`config.mk`:
```
export PLATFORM = sky130hd
export DESIGN_NAME = pic_cascade_ack
export DESIGN_NICKNAME = d
export VERILOG_FILES = /design/src/rtl/pic_cascade_ack.sv
export SDC_FILE = /design/constraint.sdc
export NUM_CORES = 1
export LEC_CHECK = 0
export BUFFER_PORTS_ARGS = -buffer_cell sky130_fd_sc_hd__buf_4
export CAP_MARGIN = 20
export CORE_MARGIN = 3
export CORE_UTILIZATION = 53
export CTS_CLUSTER_DIAMETER = 80
export DETAILED_ROUTE_END_ITERATION = 10
export GPL_ROUTABILITY_DRIVEN = 0
export PLACE_DENSITY = 0.86
export REMOVE_ABC_BUFFERS = 1
export SLEW_MARGIN = 40
export SYNTH_ARGS = -nofsm -noshare
export SYNTH_HDL_FRONTEND = slang
export SYNTH_SLANG_ARGS = --single-unit
export TNS_END_PERCENT = 10
```
`constraint.sdc`:
```
create_clock -name clk -period 3 [get_ports clk]
set_input_delay 0.15 -clock clk [delete_from_list [all_inputs] [get_ports clk]]
set_output_delay 0.15 -clock clk [all_outputs]
set_load 0.01 [all_outputs]
```
`src/rtl/pic_cascade_ack.sv`:
```
module pic_cascade_ack #(
  parameter logic [15:0] MST_PORT     = 16'h0020,
  parameter logic [15:0] SLV_PORT     = 16'h00A0,
  parameter logic [15:0] TRG_PORT     = 16'h04D0,
  parameter logic [7:0]  MST_TRG_MASK = 8'hF8,
  parameter logic [7:0]  SLV_TRG_MASK = 8'hDE
) (
  input  logic        clk,
  input  logic        rst_n,
  input  logic [15:0] req,
  input  logic        ack,
  input  logic [15:0] addr,
  input  logic [7:0]  wdata,
  input  logic [2:0]  acc_bytes,
  input  logic        we,
  input  logic        re,
  output logic [7:0]  rdata,
  output logic        int_out,
  output logic [7:0]  vec,
  output logic        vec_vld
);

  function automatic logic [3:0] first_set(input logic [7:0] v);
    logic [3:0] r;
    r = 4'd8;
    for (int i = 7; i >= 0; i--)
      if (v[i]) r = 4'(i);
    return r;
  endfunction

  logic [7:0] irr_m, irr_s, isr_m, isr_s, imr_m, imr_s, trg_m, trg_s, prev_m, prev_s;
  logic [4:0] base_m, base_s;
  logic [7:0] vec_q;
  logic       vld_q;

  logic byte_ok, hit_m, hit_s, hit_t, wr_ok, rd_ok;
  assign byte_ok = (acc_bytes == 3'd1);
  assign hit_m   = (addr[15:1] == MST_PORT[15:1]);
  assign hit_s   = (addr[15:1] == SLV_PORT[15:1]);
  assign hit_t   = (addr[15:1] == TRG_PORT[15:1]);
  assign wr_ok   = we && byte_ok;
  assign rd_ok   = re && byte_ok;

  logic wr_base_m, wr_imr_m, wr_base_s, wr_imr_s, wr_trg_m, wr_trg_s;
  assign wr_base_m = wr_ok && hit_m && !addr[0];
  assign wr_imr_m  = wr_ok && hit_m &&  addr[0];
  assign wr_base_s = wr_ok && hit_s && !addr[0];
  assign wr_imr_s  = wr_ok && hit_s &&  addr[0];
  assign wr_trg_m  = wr_ok && hit_t && !addr[0];
  assign wr_trg_s  = wr_ok && hit_t &&  addr[0];

  logic [3:0] m_pick, m_cur, s_pick, s_cur;
  logic       m_ok, s_ok;
  logic [2:0] m_line, s_line;
  assign m_pick = first_set(irr_m & ~imr_m);
  assign m_cur  = first_set(isr_m);
  assign s_pick = first_set(irr_s & ~imr_s);
  assign s_cur  = first_set(isr_s);
  assign m_ok   = (m_pick < m_cur);
  assign s_ok   = (s_pick < s_cur);
  assign m_line = m_pick[2:0];
  assign s_line = s_pick[2:0];

  logic       thru;
  logic [7:0] take_m, take_s;
  assign thru   = ack && m_ok && (m_line == 3'd2);
  assign take_m = (ack && m_ok) ? (8'd1 << m_line) : 8'd0;
  assign take_s = (thru && s_ok) ? (8'd1 << s_line) : 8'd0;

  logic [7:0] raw_m, raw_s, set_m, set_s, irr_m_n, irr_s_n;
  assign raw_m   = {req[7:3], 1'b0, req[1:0]};
  assign raw_s   = req[15:8];
  assign set_m   = (raw_m & ~prev_m) | (s_ok ? 8'h04 : 8'h00);
  assign set_s   = raw_s & ~prev_s;
  assign irr_m_n = (((irr_m | set_m) & ~trg_m) | (raw_m & trg_m)) & ~(take_m & ~trg_m);
  assign irr_s_n = (((irr_s | set_s) & ~trg_s) | (raw_s & trg_s)) & ~(take_s & ~trg_s);

  logic [7:0] vec_n;
  always_comb begin
    if (!m_ok)              vec_n = {base_m, 3'd7};
    else if (m_line != 3'd2) vec_n = {base_m, m_line};
    else if (s_ok)          vec_n = {base_s, s_line};
    else                    vec_n = {base_s, 3'd7};
  end

  always_ff @(posedge clk) begin
    if (!rst_n) begin
      irr_m <= '0; irr_s <= '0; isr_m <= '0; isr_s <= '0;
      imr_m <= '0; imr_s <= '0; trg_m <= '0; trg_s <= '0;
      prev_m <= '0; prev_s <= '0; base_m <= '0; base_s <= '0;
      vec_q <= '0; vld_q <= 1'b0;
    end else begin
      prev_m <= raw_m;
      prev_s <= raw_s;
      irr_m  <= irr_m_n;
      irr_s  <= irr_s_n;
      isr_m  <= wr_base_m ? 8'h00 : (isr_m | take_m);
      isr_s  <= wr_base_s ? 8'h00 : (isr_s | take_s);
      if (wr_base_m) base_m <= wdata[7:3];
      if (wr_base_s) base_s <= wdata[7:3];
      if (wr_imr_m)  imr_m  <= wdata;
      if (wr_imr_s)  imr_s  <= wdata;
      if (wr_trg_m)  trg_m  <= wdata & MST_TRG_MASK;
      if (wr_trg_s)  trg_s  <= wdata & SLV_TRG_MASK;
      vld_q <= ack;
      if (ack) vec_q <= vec_n;
    end
  end

  always_comb begin
    rdata = 8'h00;
    if (rd_ok) begin
      if (hit_m)      rdata = addr[0] ? irr_m : isr_m;
      else if (hit_s) rdata = addr[0] ? irr_s : isr_s;
      else if (hit_t) rdata = addr[0] ? trg_s : trg_m;
    end
  end

  assign int_out = m_ok;
  assign vec     = vec_q;
  assign vec_vld = vld_q;

  a_r12_vec_strobe: assert property (@(posedge clk) disable iff (!rst_n) ack |=> vec_vld);
  a_r12_no_vec: assert property (@(posedge clk) disable iff (!rst_n) !ack |=> !vec_vld);
  a_r11_spur_master: assert property (@(posedge clk) disable iff (!rst_n)
    (ack && !int_out) |=> (vec == {$past(base_m), 3'd7}));
  a_r7_cascade: assert property (@(posedge clk) disable iff (!rst_n)
    (s_ok && !ack) |=> irr_m[2]);
  a_r3_trg_store: assert property (@(posedge clk) disable iff (!rst_n)
    wr_trg_s |=> (trg_s == ($past(wdata) & SLV_TRG_MASK)));
  a_r8_isr_set: assert property (@(posedge clk) disable iff (!rst_n)
    (ack && int_out && !wr_base_m) |=> (isr_m != 8'h00));

endmodule

```
==> reports/qor.txt <==
status = completed
Max VDD drop = 0.000281 V
CTS buffer count = 9
Vias = 4308
Min-Delay Path Depth = 3
synth unique cells = 61
fill cell count = 683
most frequent cells after synthesis = dfxtp_1 (93), nor2b_1 (58), mux2i_1 (42)
Critical Path Sink Type = primary output
GR Util All Layers = 24.8%
#FFs+latches synth = 93
antenna violations before repair = 0
Core Box Area = 8420 um^2
antenna viol nets, final = 0
Worst Hold Class = in -> reg
fmax = 342 MHz
Hold Slack = 0.0510 ns
EDFF count, synth = 0
Synth Warn # = 0
Final setup viols = 0
crit share post-route = 97.4%
Iteration-0 DRC Markers = 358
First-pass DRT Iterations = 5
starting density of the core = 55.8%
syn_area_per_cell = 8.86 um^2
critical path class = in -> out
count leader, synth = dfxtp_1
Die H = 100 um
clock tree buffer depth = 2
Die Wd = 100 um
Yosys top cell area share = 39.6%
pin count of the biggest net entering global routing = 44
Synth area leaders = dfxtp_1 (40%), mux2i_1 (8.9%), nor2b_1 (7.7%), o21ai_0 (4.4%), nand2b_1 (3.1%)
vias in the first global route = 4065
Slew Viols, Final = 0
total gr overflow = 0
CP Data Required Time = 2.85 ns
Inserted Diodes = 0
maxcap violations = 0
Setup Skew = 0.0124 ns
r2r setup slk = 0.14 ns
htree depth = 3
Hold EP = imr_s[0]$_SDFFE_PN0P_
nets@finish = 663
post-route setup slack = 0.0768 ns
cells after synthesis = 530
reg2reg path depth = 8
Post-route DRC = 0
CTS sink cnt = 93
crit path time final = 2.92 ns
die area = 10000 um^2
dominant synthesized flop cell = dfxtp_1
vias per inst = 5.99
RR Endpoint = irr_s[1]$_SDFF_PN0_
row count = 33
area leader, netlist = dfxtp_1
IO buf count = 64
Slew HR = 55.0%
Clock Latency Late Sink = 0.37 ns
Root Driver = clkbuf_8
Detailed Route WL = 12400 um
Routed WL per cell = 17.3 um
worst hold start = wdata[0]
Leak = 2.21 nW
global-route wire length before repair = 19900 um
Top Ports = 66
layout cells sized above 1 = 19.2%
slew at the pin with the worst max-slew slack = 0.665 ns
Reg clk slew, reported paths = 0.10 ns
arrival time worst endpoint = 2.77 ns
synth-to-layout area growth = 20.4%
CTS tree = built
Final Hold Viols = 0
Pwr Density = 519 nW/um^2
crit start category = input pin
worst r2r src = isr_s[0]$_SDFF_PP0_
Place WS = 0.102 ns
Seq/Total Area, Yosys = 39.6%
Final HPWL DP = 8980 um
Syn Std Cell Area = 4700 um^2
Max FO, Critical Path = 8
ys async rst share = 0%
[critical path, stage by stage]
cell and delay (ns):
buf_4 0.11, or4_4 0.55, or4_4 0.57, nor3_2 0.46
buf_4 0.24, a22oi_1 0.09, a311oi_1 0.40, buf_4 0.20
[worst max-delay path by stage]
| stage | from | endpoint | slack, ns |
|---|---|---|---|
| 5_1_grt | isr_s[0]$_SDFF_PP0_ | irr_s[2]$_SDFF_PN0_ | -0.007 |
| 6_report | addr[14] | rdata[2] | 0.08 |
| 3_3_place_gp | addr[14] | rdata[2] | 0.23 |
| 4_1_cts | imr_m[2]$_SDFFE_PN0P_ | int_out | 0.07 |
| 2_1_floorplan | isr_s[0]$_SDFF_PP0_ | irr_s[2]$_SDFF_PN0_ | 0.36 |
| 3_5_place_dp | imr_m[2]$_SDFFE_PN0P_ | irr_s[1]$_SDFF_PN0_ | 0.10 |
[repair_timing]
item	CTS	global route
endpoints found under the hold margin	15	0
resized for setup	0	8
hold buffers	15	0
buffers inserted	0	0
endpoints found under the setup margin	0	27
[metrics by stage]
step,utilization (%),cells,setup TNS [ns],power [mW],instance area [um^2]
global route,67.1,719,-0.0154,3.08,5660
finish,67.1,719,0,2.93,5660
detailed placement,62.9,688,0,2.12,5300
CTS,66.7,719,0,2.89,5620
global placement,62.9,688,0,2.10,5300
floorplan,-,507,0,1.82,4590
[flip-flops by register name, indices dropped and copies added, names as in the netlist]
| signal | cells |
|---|---|
| vec_vld | 1 |
| prev_m | 7 |
| isr_s | 8 |
| base_s | 5 |
| irr_s | 8 |
| isr_m | 8 |
| base_m | 5 |
| trg_s | 6 |
| vec | 8 |
| trg_m | 5 |
| irr_m | 8 |
| prev_s | 8 |
| imr_m | 8 |
| imr_s | 8 |
[cell usage in the layout, fill, tap and decap left out, types with 4 or more instances in the layout]
cell type and n:
a31oi_1 4, a222oi_1 4, nor3_2 4, mux2i_1 42
o21a_1 9, buf_4 76, a221oi_1 4, nor2_1 24
a22oi_1 4, dlygate4sd3_1 15, dfxtp_1 93, ha_1 6
clkbuf_8 9, nand2b_1 21, and3_1 5, a32o_1 4
nor2b_1 58, mux2_2 7, inv_1 24, o211ai_1 4
nand3_1 9, a21oi_1 15, o21ai_0 41, a21boi_0 5
and2_1 19, nand2_1 38, nand4_1 6, a41oi_1 5
[layout make-up]
class                   instances  area [um^2]  share of cell area [%]
flip-flops and latches         93         1860                    32.9
clock inverters                 7         48.8                   0.863
multi-input cells             390         2680                    47.4
well taps                     105          131                    2.32
inverters                      24         90.1                    1.59
clock buffers                   9          124                    2.19
repair buffers                 91          721                    12.7
[metal layers]
metal	vias up	global-route usage (%)	wire length, um
met3	27	5.56	1020
li1	2055	-	-
met5	-	0	0
met1	2039	32.4	5300
met2	187	40.5	5850
met4	0	8.50	248
[power breakdown]
part	internal, mW	switching [mW]	leakage [nW]	total (mW)
Clock	0.304	0.470	0.0898	0.774
Sequential	1.30	0.0573	0.760	1.36
Combinational	0.335	0.468	1.36	0.803
Total	1.94	0.995	2.21	2.93
[cells by family (layout without fill, tap and decap cells)]
logic type	count (synthesis)	count (layout)	synth area share (%)
fa+ha+maj	6	6	1.60
compound gates	127	127	18.3
buf+inv	47	131	4.15
simple gates	208	208	25.7
mux	49	49	10.6
flops	93	93	39.6
No activity file was read; power rests on OpenSTA's default activity.
